## src/rtl/ext_irq_pkg.sv

```systemverilog
package ext_irq_pkg;

    localparam int NUM_CH = 8;
    localparam int BUS_W  = 8;
    localparam int ADDR_W = 2;
    localparam int MODE_W = 2 * NUM_CH;

    localparam logic [ADDR_W-1:0] A_ENABLE  = 2'd0;
    localparam logic [ADDR_W-1:0] A_FLAGS   = 2'd1;
    localparam logic [ADDR_W-1:0] A_MODE_LO = 2'd2;
    localparam logic [ADDR_W-1:0] A_MODE_HI = 2'd3;

    typedef enum logic [1:0] {
        DET_LOW  = 2'b00,
        DET_HIGH = 2'b01,
        DET_RISE = 2'b10,
        DET_FALL = 2'b11
    } det_mode_t;

    typedef enum logic {
        CH_IDLE    = 1'b0,
        CH_PENDING = 1'b1
    } ch_state_t;

endpackage

```

## src/rtl/ext_irq_sync.sv

```systemverilog
module ext_irq_sync #(
    parameter int WIDTH  = 8,
    parameter int STAGES = 2
) (
    input  logic             clk,
    input  logic             rst_n,
    input  logic [WIDTH-1:0] din,
    output logic [WIDTH-1:0] dout
);

    logic [WIDTH-1:0] stage_q [STAGES];

    always_ff @(posedge clk or negedge rst_n) begin
        if (!rst_n) begin
            for (int k = 0; k < STAGES; k++) begin
                stage_q[k] <= '0;
            end
        end else begin
            stage_q[0] <= din;
            for (int k = 1; k < STAGES; k++) begin
                stage_q[k] <= stage_q[k-1];
            end
        end
    end

    assign dout = stage_q[STAGES-1];

endmodule

```

## src/rtl/ext_irq_channel.sv

```systemverilog
module ext_irq_channel
    import ext_irq_pkg::*;
(
    input  logic      clk,
    input  logic      rst_n,
    input  logic      pin_s,
    input  det_mode_t mode,
    input  logic      clr,
    output logic      det,
    output logic      pend
);

    logic      prev_q;
    ch_state_t state_q;
    ch_state_t state_d;

    // Previous synchronised value, used by the edge detectors.
    always_ff @(posedge clk or negedge rst_n) begin
        if (!rst_n) begin
            prev_q <= 1'b0;
        end else begin
            prev_q <= pin_s;
        end
    end

    always_comb begin
        det = 1'b0;
        unique case (mode)
            DET_LOW:  det = ~pin_s;
            DET_HIGH: det = pin_s;
            DET_RISE: det = pin_s & ~prev_q;
            DET_FALL: det = ~pin_s & prev_q;
        endcase
    end

    // State register.
    always_ff @(posedge clk or negedge rst_n) begin
        if (!rst_n) begin
            state_q <= CH_IDLE;
        end else begin
            state_q <= state_d;
        end
    end

    // Next state: a detection always beats a clear.
    always_comb begin
        state_d = state_q;
        unique case (state_q)
            CH_IDLE: begin
                if (det) state_d = CH_PENDING;
            end
            CH_PENDING: begin
                if (clr && !det) state_d = CH_IDLE;
            end
        endcase
    end

    // Outputs.
    always_comb begin
        pend = (state_q == CH_PENDING);
    end

endmodule

```

## src/rtl/ext_irq_regs.sv

```systemverilog
module ext_irq_regs
    import ext_irq_pkg::*;
(
    input  logic              clk,
    input  logic              rst_n,
    input  logic [ADDR_W-1:0] bus_addr,
    input  logic              bus_wr,
    input  logic              bus_rd,
    input  logic              bus_rmw,
    input  logic [BUS_W-1:0]  bus_wdata,
    input  logic [NUM_CH-1:0] pend,
    output logic [NUM_CH-1:0] en_q,
    output logic [MODE_W-1:0] mode_q,
    output logic [NUM_CH-1:0] clr,
    output logic [BUS_W-1:0]  bus_rdata
);

    always_ff @(posedge clk or negedge rst_n) begin
        if (!rst_n) begin
            en_q   <= '0;
            mode_q <= '0;
        end else if (bus_wr) begin
            unique case (bus_addr)
                A_ENABLE:  en_q <= bus_wdata[NUM_CH-1:0];
                A_MODE_LO: mode_q[BUS_W-1:0] <= bus_wdata;
                A_MODE_HI: mode_q[MODE_W-1 -: BUS_W] <= bus_wdata;
                default:   ;
            endcase
        end
    end

    // Zero bits of a flag write become per-channel clear strobes.
    always_comb begin
        clr = '0;
        if (bus_wr && bus_addr == A_FLAGS) begin
            clr = ~bus_wdata[NUM_CH-1:0];
        end
    end

    always_comb begin
        bus_rdata = '0;
        if (bus_rd) begin
            unique case (bus_addr)
                A_ENABLE:  bus_rdata = en_q;
                A_FLAGS:   bus_rdata = bus_rmw ? '1 : pend;
                A_MODE_LO: bus_rdata = mode_q[BUS_W-1:0];
                A_MODE_HI: bus_rdata = mode_q[MODE_W-1 -: BUS_W];
            endcase
        end
    end

endmodule

```

## src/rtl/ext_irq_ctrl.sv

```systemverilog
module ext_irq_ctrl
    import ext_irq_pkg::*;
#(
    parameter int SYNC_STAGES = 2
) (
    input  logic              clk,
    input  logic              rst_n,
    input  logic [NUM_CH-1:0] req_pin,
    input  logic [ADDR_W-1:0] bus_addr,
    input  logic              bus_wr,
    input  logic              bus_rd,
    input  logic              bus_rmw,
    input  logic [BUS_W-1:0]  bus_wdata,
    output logic [BUS_W-1:0]  bus_rdata,
    output logic              irq
);

    logic [NUM_CH-1:0] pin_s;
    logic [NUM_CH-1:0] flag_q;
    logic [NUM_CH-1:0] en_q;
    logic [NUM_CH-1:0] clr;
    logic [NUM_CH-1:0] det;
    logic [MODE_W-1:0] mode_q;

    ext_irq_sync #(
        .WIDTH  (NUM_CH),
        .STAGES (SYNC_STAGES)
    ) u_sync (
        .clk   (clk),
        .rst_n (rst_n),
        .din   (req_pin),
        .dout  (pin_s)
    );

    ext_irq_regs u_regs (
        .clk       (clk),
        .rst_n     (rst_n),
        .bus_addr  (bus_addr),
        .bus_wr    (bus_wr),
        .bus_rd    (bus_rd),
        .bus_rmw   (bus_rmw),
        .bus_wdata (bus_wdata),
        .pend      (flag_q),
        .en_q      (en_q),
        .mode_q    (mode_q),
        .clr       (clr),
        .bus_rdata (bus_rdata)
    );

    for (genvar ch = 0; ch < NUM_CH; ch++) begin : g_ch
        ext_irq_channel u_ch (
            .clk   (clk),
            .rst_n (rst_n),
            .pin_s (pin_s[ch]),
            .mode  (det_mode_t'(mode_q[2*ch +: 2])),
            .clr   (clr[ch]),
            .det   (det[ch]),
            .pend  (flag_q[ch])
        );
    end

    assign irq = |(flag_q & en_q);

endmodule

```

## config.mk

```make
export PLATFORM = sky130hd
export DESIGN_NAME = ext_irq_ctrl
export DESIGN_NICKNAME = d
export VERILOG_FILES = /design/src/rtl/ext_irq_pkg.sv /design/src/rtl/ext_irq_sync.sv /design/src/rtl/ext_irq_channel.sv /design/src/rtl/ext_irq_regs.sv /design/src/rtl/ext_irq_ctrl.sv
export SDC_FILE = /design/constraint.sdc
export NUM_CORES = 1
export LEC_CHECK = 0
export ABC_AREA = 1
export CAP_MARGIN = 20
export CORE_MARGIN = 3
export CORE_UTILIZATION = 55
export CTS_BUF_LIST = sky130_fd_sc_hd__clkbuf_8
export DETAILED_ROUTE_END_ITERATION = 10
export DONT_BUFFER_PORTS = 1
export GPL_TIMING_DRIVEN = 0
export HOLD_SLACK_MARGIN = 0.15
export PLACE_DENSITY = 0.7
export SKIP_LAST_GASP = 1
export SLEW_MARGIN = 20
export SYNTH_ARGS = -nofsm -noshare
export SYNTH_HDL_FRONTEND = slang
export SYNTH_SLANG_ARGS = --single-unit
```

## constraint.sdc

```tcl
create_clock -name clk -period 1.2 [get_ports clk]
set_input_delay 0 -clock clk [delete_from_list [all_inputs] [get_ports clk]]
set_output_delay 0 -clock clk [all_outputs]
set_load 0.01 [all_outputs]
```

==> metrics.md, run 1 <==
| Metric | Value |
|---|---|
| Detail Route Antenna Nets | `0` |
| PD cells | `1249 nW/um2` |
| Max-cap check violation count | `0` |
| Most common cell after layout, fill and taps aside | `nand2_1` |
| Post-Synthesis Net Count | `379` |
| RR Startpoint | `u_regs.mode_q[14]` |
| Hold Violations, Final | `61` |
| Fin crit period | `1.198 ns` |
| Buf+Inv Stages, Crit Path | `0` |
| Drt total wl | `6601 um` |
| Wire per inst | `about 14 um` |
| I/O pin total | `32` |
| Synth unique cells | `20` |
| RR Endpoint | `g_ch[7].u_ch.pend` |
| Crit Path Class | `register to output pin` |
| Worst slack at placement | `0.2786 ns` |
| Worst slew margin | `0.7436` |
| Post-Syn Instances | `356` |
| Iter 0 DRT Violations | `192` |
| Worst Tran Pin Value | `~0.38 ns` |
| Final period util | `0.9986` |
| I/O Buffers | `0` |
| Critical path origin | `g_ch[2].u_ch.pend` |
| Slowest stage delay, CP | `0.42 ns` |
| Root buffer cell | `clkbuf_8` |
| Initial antenna violation count | `0` |
| Worst path most repeated cell | `nand2_1` |
| First-pass DRT Iterations | `4` |
| Most frequent cells in the layout | `nand2_1, inv_1, dfrtp_1` |
| Die Y | `77.51 um` |
| Worst Clk Skew | `0.004612 ns` |
| Layout cell share with drive strength beyond 1 | `0.1861` |
| Crit path required time | `1.20 ns` |
| Register bit total from synthesis | `56` |
| Final setup margin | `0.001703 ns` |
| Max Freq | `834.5 MHz` |
| First-pass GRT wire length | `between 10000 and 15000 um` |
| Via count | `2333` |
| Total power | `4.224 mW` |
| Endpoints failing setup | `0` |
| Fin util | `0.7021` |
| Fill count | `roughly 420` |
| Largest net degree at the start of global routing | `57` |
| DRC viols | `0` |
| Core box area | `4817 um2` |
| All-Layer GR Usage | `0.2323` |
| Number of diodes | `0` |
| Cell Rows | `25` |
| Synth Cell Area | `roughly 2800 um2` |
| Crit end category | `output pin` |
| # clock sinks | `56` |
| Most used flip-flop cell after synthesis | `dfrtp_1` |
| Die W | `slightly below 80 um` |
| Arr. time, crit path | `1.20 ns` |
| H-Tree Depth | `2` |
| DIE AREA | `~6000 um2` |
| Yosys warns | `0` |
| Clock transition at path regs | `0.10 ns` |
| Failing checks | `negative hold slack` |
| Final HPWL DP | `4089 um` |
| Post-synth ARST share | `1.000` |
| Min-Delay Path Class | `primary input to async pin` |
| Initial Utilization | `0.5839` |
| Gr ovfl total | `0` |
| Peak supply drop | `a little under 0.9 mV` |
| Slowest CP cell | `dfrtp_1` |
| Unrepaired setup endpoints after global routing | `yes` |
| R2R Setup Slk | `0.10 ns` |
| Worst path top cell family by delay | `flip-flops` |
| Leakage power | `approximately 1.8 nW` |
| Number of global-route vias before repair | `~2300` |
| Critical Path, Cell by Cell | `nand2_1 -> nand2_1 -> a21oi_1 -> nand3b_1` |
| WHS | `-0.6318 ns` |
| Setup tns final | `0 ns` |
| Routability cong. | `around 0.85` |
| Final net count | `425` |
| Worst Reg2Reg Path Length in Cells | `8` |
| Fin. max-slew vios | `0` |
| Sequential share of the synthesized area | `0.4982` |
| Status | `finished with violations` |
| CTS tree | `yes` |
| Mapped Avg Cell Area | `7.901 um2` |
| EDFF count, synth | `0` |
| CTS buffer count | `5` |
| Via density per instance | `4.964` |
| Worst-Skew Late Latency | `between 0.3 and 0.4 ns` |
| Area delta synth->final | `20.24%` |
| CP max FO | `3` |
| Worst Setup Start Kind | `register` |
| Maximum root-to-sink buffer count | `2` |
[layout make-up]
class	instances	area (um2)	area share
buffer	8	82.58	0.02442
clock buffer	6	82.58	0.02442
clock inverter	2	11.26	0.003330
inverter	63	239.0	0.07066
multi-input combinational	229	1124	0.3322
sequential	56	1404	0.4151
tap	67	83.83	0.02479
timing repair buffer	39	355.3	0.1051
[synthesized netlist by cell type (2+ instances only)]
cell     number  share of area
nand2_1     130           0.17
a21oi_1       9          0.016
o21ai_0      14          0.025
o21ai_1       2         0.0036
dfrtp_1      56           0.50
buf_4         2         0.0053
nand3_1      22          0.039
inv_1        59          0.079
buf_6         6          0.024
nor2_1       17          0.023
inv_2         3         0.0040
o21ai_2      24          0.075
nand2_2       5          0.011
[power by group]
group,switching (mW),internal [mW]
Combinational,0.522,0.424
Sequential,0.148,2.07
Clock,0.595,0.462
[worst reg2reg max path: stages, from the launching register on]
cell and delay (ns):
dfrtp_1 0.41, buf_4 0.15, buf_4 0.12, nand2_1 0.06, nand2_1 0.07, inv_1 0.05, nand2_1 0.04, nand2_1 0.06
nand2_1 0.04
[worst max-delay path by stage]
stage                                    to  slack [ns]  depth (start not counted)
after CTS                      bus_rdata[0]       0.003                          4
after floorplan           g_ch[0].u_ch.pend        0.38                          6
after global placement    g_ch[7].u_ch.pend        0.30                          7
after global routing                    irq       -0.04                          4
after detailed placement  g_ch[2].u_ch.pend        0.28                          6
final                                   irq       0.002                          4
[state kept, by name (all words and copies together) (netlist names)]
signal / count
g_ch.u_ch.prev_q: 8
g_ch.u_ch.pend: 8
u_sync.stage_q: 8
u_regs.mode_q: 16
u_sync.dout: 8
u_regs.en_q: 8
[kinds of logic after synthesis]
| family | Yosys count | synth area share |
|---|---|---|
| and+or+nand+nor | 179 | 0.2656 |
| buffers and inverters | 71 | 0.1143 |
| DFF | 56 | 0.4982 |
| AOI/OAI and AO/OA | 50 | 0.1219 |
[stage by stage]
| step | cell area (um2) | std cells | hold WS (ns) |
|---|---|---|---|
| 2_1_floorplan | 2813 | 356 | -0.2956 |
| 3_3_place_gp | 2897 | 423 | -0.2942 |
| 3_5_place_dp | 2897 | 423 | -0.2941 |
| 4_1_cts | 3319 | 462 | -0.6403 |
| 5_1_grt | 3382 | 470 | -0.6493 |
| 6_report | 3382 | 470 | -0.6318 |
[routing by layer]
layer	vias to the layer above	wire (um)	track usage	share of wire
li1	1181	-	-	-
met1	1089	2957	0.3119	0.45
met2	52	3271	0.3791	0.50
met3	11	282	0.04176	0.043
met4	0	91	0.08185	0.014
met5	-	0	0	0
[timing repair]
item,in CTS,in global routing
pin swaps,0,2
buffers inserted,0,14
setup endpoints to repair,5,17
endpoints found under the hold margin,101,70
hold buffers,31,1
gates resized for setup,5,6
No activity file was read; power rests on OpenSTA's default activity.
==> run 2: changes to the inputs <==
--- a/config.mk
+++ b/config.mk
@@ -5,7 +5,6 @@
 export SDC_FILE = /design/constraint.sdc
 export NUM_CORES = 1
 export LEC_CHECK = 0
-export ABC_AREA = 1
 export CAP_MARGIN = 20
 export CORE_MARGIN = 3
 export CORE_UTILIZATION = 55
==> metrics.md, run 2 <==
| Metric | Value |
|---|---|
| Synth Cell Area | `2374 um2 (-16%)` |
| First-pass GRT wire length | `8459 um (-22%)` |
| Area delta synth->final | `21.56%` |
| Number of global-route vias before repair | `1644 (-29%)` |
| Setup tns final | `-0.002292 ns (-0.002292 ns)` |
| Peak supply drop | `0.7495 mV (-14%)` |
| Crit Path Class | `register to output pin` |
| Post-synthesis xor/xnor area fraction | `0.02214 (+0.02214)` |
| Design Area, Final | `2885 um2 (-15%)` |
| Critical Path, Cell by Cell | `mux2i_2 -> a211oi_2` |
| Slowest CP cell | `dfrtp_1` |
| Clock transition at path regs | `0.10 ns (about the same)` |
| Largest Register | `u_regs.mode_q` |
| Routability cong. | `0.7846 (-7.7%)` |
| Crit end category | `output pin` |
| Hold Violations, Final | `56 (-8.2%)` |
| First-pass DRT Iterations | `4 (unchanged)` |
| Post-Synthesis Net Count | `202 (-47%)` |
| Die W | `71.69 um (-7.5%)` |
| Max-cap check violation count | `0 (unchanged)` |
| Gate power share | `0.173 (-0.051)` |
| Iter 0 DRT Violations | `40 (-79%)` |
| Root buffer cell | `clkbuf_8` |
| Top cells by area, synth | `dfrtp_1, mux2_2, o21ai_0` |
| Endpoints failing setup | `1 (+1)` |
| Total power | `4.272 mW (+1.1%)` |
| Initial antenna violation count | `0 (unchanged)` |
| Unrepaired setup endpoints after global routing | `yes` |
| Most common cell after layout, fill and taps aside | `dfrtp_1` |
| Final setup margin | `-0.002292 ns (-0.003995 ns)` |
| Final net count | `238 (-44%)` |
| Post-synth top area share | `0.5904 (+0.09219)` |
| Int Power | `3.155 mW (+6.6%)` |
| DRC viols | `0 (unchanged)` |
| Worst slack at placement | `0.04815 ns (-0.2304 ns)` |
| Mux cell area share after synthesis | `0.1476 (+0.1476)` |
| Die Y | `71.69 um (-7.5%)` |
| Most used flip-flop cell after synthesis | `dfrtp_1` |
| Arr. time, crit path | `1.20 ns (about the same)` |
| All-Layer GR Usage | `0.2187 (-0.01359)` |
| Detail Route Antenna Nets | `0 (unchanged)` |
| Post-Syn Instances | `179 (-50%)` |
| Mapped Avg Cell Area | `13.26 um2 (+68%)` |
| H-Tree Depth | `2 (unchanged)` |
| CP max FO | `6 (+3)` |
| Largest family of logic cells by synthesized area | `multiplexers` |
| Wire per inst | `19.41 um (+38%)` |
| CTS buffer count | `5 (unchanged)` |
| PD cells | `1480 nW/um2 (+19%)` |
| Placed cell area | `2436 um2 (-16%)` |
| I/O Buffers | `0 (unchanged)` |
| Worst Clk Skew | `0.005076 ns (+0.0004640 ns)` |
| Worst path top cell family by delay | `flip-flops` |
| WHS | `-0.6275 ns (+0.004293 ns)` |
| # clock sinks | `56 (unchanged)` |
| DIE AREA | `5139 um2 (-14%)` |
| Register bit total from synthesis | `56 (unchanged)` |
| Largest net degree at the start of global routing | `57 (unchanged)` |
| Final HPWL DP | `3131 um (-23%)` |
| Top cells by count, synth | `dfrtp_1, mux2_2, o21ai_0` |
| Area leader, netlist | `dfrtp_1` |
| Layout cell share with drive strength beyond 1 | `0.2963 (+0.1102)` |
| Sequential share of the synthesized area | `0.5904 (+0.09219)` |
| Fin crit period | `1.202 ns (+0.003995 ns)` |
| Final period util | `1.002 (+0.003329)` |
| Cell Rows | `23 (-8.0%)` |
| Worst slew margin | `0.7410 (-0.002624)` |
| Most frequent cells in the layout | `dfrtp_1, mux2_2, o21ai_0` |
| Part of the power in registers | `0.547 (+0.021)` |
| Max Freq | `831.7 MHz (-0.33%)` |
| I/O pin total | `32 (unchanged)` |
| Worst Tran Pin Value | `0.3885 ns (+0.005202 ns)` |
| Crit path required time | `1.20 ns (about the same)` |
| Status | `finished with violations` |
| CTS tree | `yes` |
| Yosys warns | `0 (unchanged)` |
| NetSw | `1.117 mW (-12%)` |
| Sw Share | `0.2614 (-0.03818)` |
| Simple-Gate Fraction of Synth Area | `0.09067 (-0.1749)` |
| Cell with the most instances after synthesis | `dfrtp_1` |
| Fin. max-slew vios | `0 (unchanged)` |
| Gr ovfl total | `0 (unchanged)` |
| Failing checks | `negative hold slack, negative setup slack` |
| Worst-Skew Late Latency | `0.31 ns (about the same)` |
| Min-Delay Path Class | `primary input to async pin` |
| Adder-cell share of the synthesized area | `0 (unchanged)` |
| Via count | `1613 (-31%)` |
| Drt total wl | `5164 um (-22%)` |
| Clock power frac | `0.280 (+0.030)` |
| Buf+Inv Stages, Crit Path | `0 (unchanged)` |
| Post-synthesis compound-gate area fraction | `0.1286 (+0.006738)` |
| Slowest stage delay, CP | `0.46 ns (+0.04 ns)` |
| Via density per instance | `6.064 (+22%)` |
| Leakage power | `1.187 nW (-35%)` |
| Initial Utilization | `0.5808 (-0.003063)` |
| Max reg flops | `16 (unchanged)` |
| Number of diodes | `0 (unchanged)` |
| Fin util | `0.7061 (+0.003984)` |
| Post-synth ARST share | `1.000 (unchanged)` |
| EDFF count, synth | `0 (unchanged)` |
| Maximum root-to-sink buffer count | `2 (unchanged)` |
| Worst Setup Start Kind | `register` |
| Core box area | `4086 um2 (-15%)` |
| Synth unique cells | `29 (+45%)` |
==> run 2: final cells by class <==
cell class | instances | area, um2
multi-input combinational | 116 | 980.9
fill | 299 | 1201
inverter | 2 | 7.507
timing repair buffer | 29 | 280.3
clock inverter | 3 | 38.79
buffer | 5 | 41.29
tap | 50 | 62.56
clock buffer | 5 | 68.82
sequential | 56 | 1405
==> run 2: metal layers <==
layer | routed length (um) | GRT usage | share of wire
met1 | 2246 | 0.3001 | 0.43
met2 | 2555 | 0.3459 | 0.49
met3 | 284 | 0.05610 | 0.055
met4 | 78 | 0.06472 | 0.015
met5 | 0 | 0 | 0
==> run 2: stage by stage <==
stage / instances / hold WS (ns)
floorplan: 179 / -0.2956
detailed placement: 229 / -0.2944
finish: 266 / -0.6275
global placement: 229 / -0.2942
CTS: 257 / -0.6339
global route: 266 / -0.6474
==> run 2: kinds of logic (layout without fill, tap and decap cells) <==
logic type | Yosys count | count (layout)
flip-flops | 56 | 56
AO/OA/AOI/OAI | 49 | 49
multiplexers | 32 | 32
AND/OR/NAND/NOR | 29 | 29
buffers and inverters | 7 | 44
XOR/XNOR | 6 | 6
==> run 2: path summary, 6_finish.rpt <==
check                                    from  cells past startpoint  slack, ns           endpoint
max in group asynchronous               rst_n                      0       1.71  u_sync.stage_q[9]
min                                     rst_n                      0      -0.63  u_regs.mode_q[14]
max reg2reg                 u_regs.mode_q[14]                      4       0.05  g_ch[7].u_ch.pend
max                         u_regs.mode_q[15]                      2     -0.002       bus_rdata[7]
min reg2reg                u_sync.stage_q[11]                      0       0.35     u_sync.dout[3]
min in group clk                       bus_rd                      2       0.15       bus_rdata[6]
==> run 2: power groups by stage <==
stage,registers (mW),clock network [mW],logic [mW]
finish,2.34,1.20,0.740
global route,2.38,1.28,0.809
CTS,2.33,1.21,0.630
detailed placement,2.37,0,0.511
global placement,2.35,0,0.496
floorplan,2.31,0,0.432
==> run 2: timing repair <==
| action | 4_1_cts | 5_1_grt |
|---|---|---|
| buffers inserted | 1 | 8 |
| endpoints found under the hold margin | 99 | 64 |
| gates cloned | 0 | 0 |
| pin swaps | 5 | 7 |
| resized for setup | 10 | 7 |
| hold buffers | 19 | 1 |
| endpoints found under the setup margin | 8 | 16 |
==> run 3: changes to the inputs <==
--- a/config.mk
+++ b/config.mk
@@ -6,6 +6,7 @@
 export NUM_CORES = 1
 export LEC_CHECK = 0
 export CAP_MARGIN = 20
+export CORE_ASPECT_RATIO = 0.5
 export CORE_MARGIN = 3
 export CORE_UTILIZATION = 55
 export CTS_BUF_LIST = sky130_fd_sc_hd__clkbuf_8
==> metrics.md, run 3 (synthesis results as in run 2) <==
| Metric | Value |
|---|---|
| Die Y | `52.45 um (-27%)` |
| I/O pin total | `32 (unchanged)` |
| Via count | `1558 (-3.4%)` |
| I/O Buffers | `0 (unchanged)` |
| Initial Utilization | `0.5899 (+0.009030)` |
| First-pass DRT Iterations | `4 (unchanged)` |
| Worst Clk Skew | `0.002957 ns (-0.002119 ns)` |
| Routability cong. | `0.8335 (+6.2%)` |
| CTS tree | `yes` |
| Gr ovfl total | `0 (unchanged)` |
| Worst slew margin | `0.6778 (-0.06327)` |
| Min-Delay Path Class | `primary input to async pin` |
| Die W | `98.91 um (+38%)` |
| Final period util | `0.9975 (-0.004442)` |
| Crit end category | `output pin` |
| Max Freq | `835.4 MHz (+0.45%)` |
| Failing checks | `negative hold slack` |
| Initial antenna violation count | `0 (unchanged)` |
| Buf+Inv Stages, Crit Path | `0 (unchanged)` |
| Final HPWL DP | `3054 um (-2.4%)` |
| Fin. max-slew vios | `0 (unchanged)` |
| Layout cell share with drive strength beyond 1 | `0.2705 (-0.02576)` |
| Dpl cells | `233 (+1.7%)` |
| Maximum root-to-sink buffer count | `2 (unchanged)` |
| Critical Path, Cell by Cell | `mux2i_1 -> a211oi_2` |
| Worst Setup Start Kind | `register` |
| Max reg flops | `16 (unchanged)` |
| Most common cell after layout, fill and taps aside | `dfrtp_1` |
| CP max FO | `5 (-1)` |
| Total power | `4.220 mW (-1.2%)` |
| Arr. time, crit path | `1.20 ns (about the same)` |
| Leakage power | `1.146 nW (-3.4%)` |
| Root buffer cell | `clkbuf_8` |
| Crit Path Class | `register to output pin` |
| Slowest stage delay, CP | `0.44 ns (-0.02 ns)` |
| Number of global-route vias before repair | `1440 (-12%)` |
| Area delta synth->final | `17.82%` |
| PD cells | `1509 nW/um2 (+1.9%)` |
| Fin util | `0.6950 (-0.01110)` |
| Worst-Skew Late Latency | `0.31 ns (about the same)` |
| All-Layer GR Usage | `0.1955 (-0.02314)` |
| Cell Rows | `16 (-30%)` |
| Peak supply drop | `0.7132 mV (-4.8%)` |
| Most frequent cells in the layout | `dfrtp_1, mux2_2, o21ai_0` |
| DRC viols | `0 (unchanged)` |
| H-Tree Depth | `2 (unchanged)` |
| Iter 0 DRT Violations | `91 (+130%)` |
| CTS buffer count | `5 (unchanged)` |
| Hold buffers post-CTS | `17 (-2)` |
| Hold Violations, Final | `59 (+5.4%)` |
| Drt total wl | `4759 um (-7.8%)` |
| Worst Tran Pin Value | `0.4828 ns (+0.09438 ns)` |
| DIE AREA | `5188 um2 (+0.94%)` |
| Unrepaired setup endpoints after global routing | `yes` |
| Crit path required time | `1.20 ns (about the same)` |
| Largest Register | `u_regs.mode_q` |
| Largest net degree at the start of global routing | `57 (unchanged)` |
| Clock transition at path regs | `0.10 ns (about the same)` |
| Endpoints failing setup | `0 (-1)` |
| Slowest CP cell | `dfrtp_1` |
| Detail Route Antenna Nets | `0 (unchanged)` |
| Via density per instance | `5.969 (-1.6%)` |
| Max-cap check violation count | `0 (unchanged)` |
| Wire per inst | `18.23 um (-6.1%)` |
| Fin crit period | `1.197 ns (-0.005330 ns)` |
| Number of diodes | `0 (unchanged)` |
| Core box area | `4024 um2 (-1.5%)` |
| Worst path top cell family by delay | `flip-flops` |
| Status | `finished with violations` |
| # clock sinks | `56 (unchanged)` |
| WHS | `-0.6222 ns (+0.005293 ns)` |
| Final net count | `229 (-3.8%)` |
| Layout Cells excl Fill | `261 (-1.9%)` |
| First-pass GRT wire length | `7603 um (-10%)` |
[run 3: cell count changes in the layout (fill, tap and decap cells not counted), sizes merged]
cell         previous run  this run
buf                    12         6
clkinv                  1         0
dlygate4sd3            20        17
inv                     3         4
[run 3: path summary, 6_finish.rpt]
path                       slack [ns]                from  cells after the start             endpoint
max                             0.003    u_regs.mode_q[4]                      2         bus_rdata[4]
min                             -0.62               rst_n                      0  g_ch[3].u_ch.prev_q
max reg2reg                      0.09   u_regs.mode_q[14]                      4    g_ch[7].u_ch.pend
min reg2reg                      0.36  u_sync.stage_q[10]                      0       u_sync.dout[2]
max in group asynchronous        1.71               rst_n                      0     u_regs.mode_q[2]
min in group clk                    0         bus_addr[1]                      2       u_regs.en_q[3]
[run 3: area by class of cell]
class | instances | area (um2)
Multi-Input combinational cell | 116 | 969.7
Clock inverter | 3 | 42.54
Buffer | 5 | 41.29
Sequential cell | 56 | 1406
Inverter | 2 | 7.507
Tap cell | 54 | 67.56
Clock buffer | 5 | 68.82
Fill cell | 277 | 1227
Timing Repair Buffer | 20 | 192.7
[run 3: timing repair]
| item | 4_1_cts | 5_1_grt |
|---|---|---|
| pin swaps | 2 | 6 |
| gates resized for setup | 10 | 5 |
| hold endpoints to repair | 102 | 72 |
| endpoints found under the setup margin | 8 | 7 |
| setup buffers | 0 | 3 |
[run 3: routing by layer]
metal  GRT usage  wire length [um]  up-vias
met1      0.2698              2357      802
met3     0.05578               191        4
met4     0.04082                24        0
li1            -                 -      726
met5           0                 0        -
met2      0.3122              2185       26
[run 3: metrics by stage]
| stage | TNS (ns) | area, um2 | setup slack, ns |
|---|---|---|---|
| finish | 0 | 2796 | 0.003038 |
| global route | -0.05755 | 2796 | -0.03327 |
| CTS | -0.008969 | 2765 | -0.008969 |
| detailed placement | 0 | 2441 | 0.1021 |
| global placement | 0 | 2441 | 0.04188 |
| floorplan | 0 | 2374 | 0.2709 |
[run 3: report_power, final]
group	total [mW]	switching (mW)	internal [mW]
clock	1.24	0.613	0.623
sequential	2.34	0.222	2.12
combinational	0.641	0.276	0.365
